**src/rtl/adc_seq_ctrl.sv**
```systemverilog
module adc_seq_ctrl #(
  parameter int RES_W = 10,
  parameter int LO_W  = 8,
  parameter int CH_W  = 5,
  parameter int DIV_W = 2
) (
  input  logic             clk,
  input  logic             rst_n,
  input  logic [CH_W-1:0]  chan_sel,
  input  logic             res8,
  input  logic             cont_en,
  input  logic             hwtrig_en,
  input  logic [DIV_W-1:0] div_sel,
  input  logic             sc_wr,
  input  logic             res_rd,
  input  logic             hw_trig,
  input  logic             cmp_in,
  output logic [RES_W-1:0] dac_code,
  output logic [RES_W-1:0] result,
  output logic             busy,
  output logic             done
);

  localparam int DCNT_W = (1 << DIV_W) - 1;
  localparam int PTR_W  = $clog2(RES_W);
  localparam int SH     = RES_W - LO_W;

  logic [1:0]        sync;
  logic              trig_q;
  logic              mode8;
  logic [PTR_W-1:0]  ptr;
  logic [RES_W-1:0]  sar;
  logic [DCNT_W-1:0] dcnt;

  logic [DCNT_W-1:0] dlim;
  logic [RES_W-1:0]  bit_mask, res_next;
  logic              ch_off, trig_rise, tick, last, step;
  logic              sw_start, hw_start, restart, start;

  assign ch_off    = &chan_sel;
  assign trig_rise = sync[1] & ~trig_q;
  assign dlim      = DCNT_W'((1 << div_sel) - 1);
  assign tick      = busy & (dcnt == dlim);
  assign step      = tick & ~sc_wr;
  assign last      = step & (ptr == '0);

  assign bit_mask  = RES_W'(1) << ptr;
  assign res_next  = cmp_in ? (sar | bit_mask) : (sar & ~bit_mask);

  assign sw_start  = sc_wr & ~ch_off & ~hwtrig_en;
  assign hw_start  = trig_rise & hwtrig_en & ~busy & ~sc_wr & ~ch_off;
  assign restart   = last & cont_en;
  assign start     = sw_start | hw_start | restart;

  assign dac_code  = mode8 ? (sar << SH) : sar;

  always_ff @(posedge clk or negedge rst_n) begin
    if (!rst_n) begin
      sync   <= '0;
      trig_q <= 1'b0;
    end else begin
      sync   <= {sync[0], hw_trig};
      trig_q <= sync[1];
    end
  end

  always_ff @(posedge clk or negedge rst_n) begin
    if (!rst_n) begin
      dcnt <= '0;
    end else if (start || tick) begin
      dcnt <= '0;
    end else if (busy) begin
      dcnt <= dcnt + 1'b1;
    end
  end

  always_ff @(posedge clk or negedge rst_n) begin
    if (!rst_n) begin
      busy   <= 1'b0;
      done   <= 1'b0;
      mode8  <= 1'b0;
      ptr    <= '0;
      sar    <= '0;
      result <= '0;
    end else begin
      if (res_rd) done <= 1'b0;
      if (step) begin
        sar <= res_next | (bit_mask >> 1);
        if (last) begin
          result <= res_next;
          done   <= 1'b1;
          busy   <= 1'b0;
        end else begin
          ptr <= ptr - 1'b1;
        end
      end
      if (sc_wr) begin
        busy <= 1'b0;
        done <= 1'b0;
      end
      if (start) begin
        busy  <= 1'b1;
        mode8 <= res8;
        ptr   <= res8 ? PTR_W'(LO_W - 1) : PTR_W'(RES_W - 1);
        sar   <= res8 ? (RES_W'(1) << (LO_W - 1)) : (RES_W'(1) << (RES_W - 1));
      end
    end
  end

endmodule

```
**config.mk**
```make
export PLATFORM = sky130hd
export DESIGN_NAME = adc_seq_ctrl
export DESIGN_NICKNAME = d
export VERILOG_FILES = /design/src/rtl/adc_seq_ctrl.sv
export SDC_FILE = /design/constraint.sdc
export NUM_CORES = 1
export LEC_CHECK = 0
export ABC_CLOCK_PERIOD_IN_PS = 2500
export BUFFER_PORTS_ARGS = -buffer_cell sky130_fd_sc_hd__buf_2
export CORE_MARGIN = 8
export CORE_UTILIZATION = 54
export DETAILED_ROUTE_END_ITERATION = 10
export HOLD_SLACK_MARGIN = 0.03
export PLACE_DENSITY = 0.88
export SYNTH_ARGS = -nofsm -noshare
export SYNTH_HDL_FRONTEND = slang
export SYNTH_SLANG_ARGS = --single-unit
```
**constraint.sdc**
```tcl
create_clock -name clk -period 2.5 [get_ports clk]
set_clock_uncertainty 0.05 [all_clocks]
set_input_delay 0.125 -clock clk [delete_from_list [all_inputs] [get_ports clk]]
set_output_delay 0.125 -clock clk [all_outputs]
set_load 0.01 [all_outputs]
```
==> impl_results.md, run 1 <==
* Status: finished clean
* Setup Viol. Count Final at 0
* Routed length per placed instance at roughly 16 µm
* Post-CTS sizing at 0
* Post-route minimum period at around 2.2 ns
* Worst Hold Class: input port to register
* # IOs at 38
* Initial antenna violation count at 0
* Final period util at between 80% and 90%
* Syn Nets at ~220
* Final ANT Viol Nets at 0
* Worst-Skew Late Latency at approximately 0.35 ns
* Critical Path Sink: done
* FMAX at between 400 and 500 MHz
* Critical path class: register to register
* Static Leakage at about 1.1 nW
* Most frequent cell after synthesis: dfrtp_1
* CTS buffer count at 5
* CP max FO at 5
* Async SR Flop Fraction at 100%
* VDD IR-drop max at ~440 µV
* Data arrival time of the critical path at 2.46 ns
* Crit path required time at 2.75 ns
* DRT Pass-1 Iters at 4
* Synth-to-layout area growth at 19.2%
* Largest net degree at the start of global routing at 34
* Placer Congestion at about 0.9
* Max Cap Viol at 0
* Mapped Avg Cell Area at approximately 9.8 µm²
* # diodes at 0
* Die Wd at between 70 and 80 µm
* Initial DRC Count at 120
* Final wirelength at between 4 and 5 mm
* DR vias at 1654
* GRT Total Usage at 17.6%
* Clock transition at path regs at approximately 0.10 ns
* Headroom to the max-slew limit at roughly half
* Seq/Total Area, Yosys at a little over two fifths
* RSZ-0062 raised after global routing: false
* Post-synthesis cell count at between 150 and 200
* Worst Tran Pin Value at roughly 0.73 ns
* Die H at roughly 75 µm
* Total gr overflow at 0
* Core ar. at 3360 µm²
* Root Buffer: clkbuf_4
* Final Hold Viols at 0
* CTS tree: built
* CP endpoint kind: register
* Number of enable flip-flop cells after synthesis at 0
* DIE AREA at between 5000 and 6000 µm²
* Startpoint Class: register
* R2R depth at 5
* Share of cells above drive strength 1 at 29.6%
* # nets final at around 260
* Detailed Place HPWL at approximately 3.3 mm
* IO Port Bufs at 37
* Hold_sp: chan_sel[1]
* Most area-hungry cell type in the Yosys netlist: dfrtp_1
* Total chip power at roughly 1.3 mW
* Vias in the first global route at 1567
* Post-synth cell types at between 40 and 50
* Synth area leaders: dfrtp_1 44%, mux2i_1 5.8%, o21ai_0 5.0%
* Post-synth top area share at a little over two fifths
* DRC at 0
* Longest Clk Path Bufs at 2
* H-tree Lvls at 2
* Yosys reg bits at 33
* Worst reg2reg path endpoint: done
* Commonest cells in the netlist: 33 x dfrtp_1, 22 x nand2_1, 19 x o21ai_0, 11 x mux2i_1, 10 x nor2_1
* YS warnings at 0
* Reg2Reg Setup Slack at between 0.2 and 0.3 ns
* Pwr per Cell Area at 588 nW/µm²
* Number of cell rows at 21
* Synth Cell Area at 1900 µm²
* Setup_tns at 0 ns
* Critical Path Source: dcnt[1]
* Via/cell ratio at 5.72
* Initial Utilization at a little under three fifths
* First-pass GRT wire length at ~7.4 mm
* Clock sinks at 33
* Max-slew violations at 0
* Reg2Reg Launch Point: dcnt[1]
* Post-synth top flop: dfrtp_1
critical path, cell delays in order, from the launching register on:
cell           delay (ns)
dfrtp_1              0.42
or3_4                0.40
nor3_1               0.35
o211ai_1             0.24
o21ai_0              0.13
dlygate4sd3_1        0.57
kinds of logic after synthesis:
| family | Yosys count | share of synthesized area [%] |
|---|---|---|
| AOI/OAI and AO/OA | 56 | 20.5 |
| xor gates and xnor gates | 1 | 0.462 |
| adders and majority gates | 6 | 3.96 |
| buffers and inverters | 16 | 3.63 |
| DFF | 33 | 43.6 |
| muxes | 19 | 10.6 |
| and+or+nand+nor | 63 | 17.3 |
where the power goes:
group | total, mW | switching [mW] | internal, mW
Combinational | 0.377 | 0.205 | 0.172
Clock | 0.297 | 0.190 | 0.107
Sequential | 0.656 | 0.0756 | 0.580
Total | 1.33 | 0.470 | 0.859
worst min path at each step:
stage	slack [ns]	cells past startpoint	to
after floorplan	-0.22	0	busy
after global placement	0.17	1	dcnt[1]
after detailed placement	0.18	1	dcnt[0]
after CTS	0.10	3	busy
after global routing	0.13	3	busy
final	0.12	3	busy
routing by layer:
metal  vias to the layer above  share of wire, %  global-route usage, %
li1                        809                 -                      -
met1                       783                42                   19.6
met2                        52                49                   29.8
met3                        10               6.4                   5.33
met4                         0               2.3                   8.96
met5                         -                 0                      0
cell usage in the layout, fill, tap and decap left out, drive strengths merged, types with 5 or more instances in the layout:
master	n
a21oi	6
o221a	5
dfrtp	33
clkbuf	6
nor3	6
o21ai	20
mux2i	11
nand2	22
ha	6
mux2	8
nor2	10
buf	44
a31oi	7
dlygate4sd3	6
inv	7
sequential cells by signal (all words and copies together), names as in the netlist:
signal	flops
busy	1
dcnt	3
done	1
mode8	1
ptr	4
result	10
sar	10
sync	2
trig_q	1
layout make-up:
cell class / count / area, µm²
fill: 277 / 1100
timing repair buffer: 50 / 298
clock inverter: 2 / 10.0
sequential: 33 / 826
clock buffer: 6 / 41.3
multi-input combinational: 145 / 1000
tap: 46 / 57.6
inverter: 7 / 26.3
repair_timing:
item	in CTS	in global routing
endpoints found under the setup margin	0	1
setup buffers	0	2
hold buffers	6	0
endpoints found under the hold margin	37	0
metrics by stage:
stage	util [%]	hold slack, ns	cell area [µm²]	setup WS (ns)	instances
6_report	67.2	0.116	2260	0.286	289
3_3_place_gp	63.4	0.169	2130	0.400	273
4_1_cts	66.7	0.100	2240	0.102	287
5_1_grt	67.2	0.133	2260	0.0937	289
2_1_floorplan	-	-0.221	1900	0.529	194
3_5_place_dp	63.4	0.175	2130	0.310	273
(Power assumes the default switching activity.)
==> inputs of run 2 (changes only) <==
- PLACE_DENSITY: 0.88 -> 0.79
==> run 2 against run 1 <==
Net effect:
- register-to-register slack lost 0.06 ns
- clock power down 3%
- first-iteration DRC count fell by 5.8%
- die area did not move
- flip-flop and latch count unchanged
- total power is essentially flat
- critical path depth up 2
- largest cell class unchanged
- largest power group unchanged
==> impl_results.md, run 2 (synthesis results as in run 1) <==
* Status: finished clean
* First-pass GRT wire length at 7.76 mm (+5.0%)
* Data arrival time of the critical path at 2.45 ns (about the same)
* Setup Viol. Count Final at 0 (unchanged)
* NetSw at 0.468 mW (-0.49%)
* Total gr overflow at 0 (unchanged)
* Root Buffer: clkbuf_4
* Headroom to the max-slew limit at 51.5% (+0.41 points)
* CTS buffer count at 5 (unchanged)
* Net Sw Frac at 35.2% (-0.16 points)
* Initial Utilization at 56.4% (unchanged)
* Initial antenna violation count at 0 (unchanged)
* Register Area at 826 µm² (unchanged)
* Max-slew violations at 0 (unchanged)
* Final Hold Viols at 0 (unchanged)
* DR vias at 1669 (+0.91%)
* Worst Tran Pin Value at 0.727 ns (-0.00611 ns)
* Die H at 75.2 µm (unchanged)
* Reg power frac at 49.4% (about the same)
* Core ar. at 3360 µm² (unchanged)
* Die Wd at 75.2 µm (unchanged)
* Startpoint Class: register
* Clock share of power at 21.7% (-0.6 points)
* Most frequent cells in the layout: 37 x buf_2, 33 x dfrtp_1, 22 x nand2_1
* DP Area at 2130 µm² (-0.35%)
* Initial DRC Count at 113 (-5.8%)
* Final period util at 91.0% (+2.4 points)
* Worst-Skew Late Latency at 0.34 ns (about the same)
* Post-route minimum period at 2.27 ns (+0.0612 ns)
* R2R depth at 7 (+2)
* DRC at 0 (unchanged)
* GRT Total Usage at 18.1% (+0.49 points)
* Placer Congestion at 0.900 (-2.4%)
* # diodes at 0 (unchanged)
* DIE AREA at 5660 µm² (unchanged)
* Worst Hold Class: input port to register
* Pwr per Cell Area at 596 nW/µm² (+1.2%)
* Final ANT Viol Nets at 0 (unchanged)
* Longest Clk Path Bufs at 2 (unchanged)
* CTS tree: built
* Total chip power at 1.33 mW (about the same)
* Clock transition at path regs at 0.10 ns (about the same)
* Routed length per placed instance at 16.5 µm (+2.8%)
* Comb power frac at 28.9% (+0.5 points)
* Max Cap Viol at 0 (unchanged)
* Total internal power at 0.861 mW (+0.23%)
* Most common cell after layout, fill and taps aside: buf_2
* Final wirelength at 4.70 mm (+1.3%)
* Share of cells above drive strength 1 at 29.3% (-0.34 points)
* CP max FO at 10 (+5)
* VDD IR-drop max at 445 µV (+1.3%)
* Hold depth at 3 (unchanged)
* Fillers at 301 (+8.7%)
* CP endpoint kind: register
* Number of cell rows at 21 (unchanged)
* Largest net degree at the start of global routing at 34 (unchanged)
* Via/cell ratio at 5.86 (+2.3%)
* # nets final at 260 (-1.5%)
* Static Leakage at 1.11 nW (-1.8%)
* FMAX at 440 MHz (-2.7%)
* IO Port Bufs at 37 (unchanged)
* Vias in the first global route at 1692 (+8.0%)
* Clock sinks at 33 (unchanged)
* Crit path required time at 2.68 ns (-0.07 ns)
* Setup_tns at 0 ns (unchanged)
* Registers with the most flip-flops: result: 10 flops, sar: 10 flops, ptr: 4 flops
* Detailed Place HPWL at 3.48 mm (+6.2%)
* RSZ-0062 raised after global routing: false
* Area of the multi-input gates at 1010 µm² (+0.50%)
* Synth-to-layout area growth at 17.8%
* # IOs at 38 (unchanged)
* DRT Pass-1 Iters at 4 (unchanged)
* Critical path class: register to register
* H-tree Lvls at 2 (unchanged)
* Final Cell Area at 2230 µm² (-1.2%)
==> run 2: cell count changes in the layout (fill, tap and decap cells not counted) <==
cell,before,now
buf_4,7,4
dlygate4sd3_1,6,5
nor3b_1,1,0
nor3b_2,0,1
==> run 2: power by group through the flow <==
stage          sequential (mW)  clock (mW)  combinational (mW)
2_1_floorplan            0.632           0               0.288
3_3_place_gp             0.661           0               0.365
3_5_place_dp             0.665           0               0.373
4_1_cts                  0.654       0.295               0.381
5_1_grt                  0.667       0.316               0.431
6_report                 0.657       0.288               0.384
==> run 2: path summary, 6_finish.rpt <==
kind | slack [ns] | endpoint | from
max | 0.23 | ptr[2] | ptr[0]
min | 0.04 | done | sc_wr
max reg2reg | 0.23 | ptr[2] | ptr[0]
min reg2reg | 0.31 | sync[1] | sync[0]
max in group asynchronous | 1.61 | sar[3] | rst_n
min in group asynchronous | 0.31 | sar[4] | rst_n
==> run 2: critical path, stage by stage, from the launching register on <==
cell,delay (ns)
dfrtp_1,0.46
inv_1,0.14
ha_1,0.35
nor3b_2,0.32
nand3_1,0.15
a21oi_1,0.22
nor2_1,0.15
o221a_2,0.32
==> run 2: what timing repair did <==
item | 4_1_cts | 5_1_grt
buffers inserted | 0 | 0
endpoints found under the setup margin | 0 | 5
resized for setup | 0 | 1
hold endpoints to repair | 37 | 0
hold buffers | 5 | 0
==> run 2: layout make-up <==
cell class	count	area share [%]
well taps	46	2.58
repair buffers	46	11.9
flip-flops and latches	33	37.0
inverters	7	1.18
multi-input cells	145	45.1
clock inverters	2	0.448
clock buffers	6	1.85
==> run 2: per-layer routing <==
| layer | global-route usage, % | share of wire [%] | up-vias |
|---|---|---|---|
| li1 | - | - | 800 |
| met4 | 10.0 | 2.1 | 0 |
| met5 | 0 | 0 | - |
| met2 | 29.3 | 48 | 53 |
| met3 | 4.13 | 6.7 | 11 |
| met1 | 21.7 | 43 | 805 |
==> run 2: metrics by stage <==
| stage | util (%) | hold WS [ns] | cells | worst slack (ns) |
|---|---|---|---|---|
| after CTS | 66.2 | 0.0350 | 285 | 0.155 |
| final | 66.4 | 0.0391 | 285 | 0.225 |
| after global routing | 66.4 | 0.0601 | 285 | 0.0940 |
| after detailed placement | 63.2 | 0.179 | 272 | 0.196 |
| after floorplan | - | -0.221 | 194 | 0.529 |
| after global placement | 63.2 | 0.171 | 272 | 0.249 |
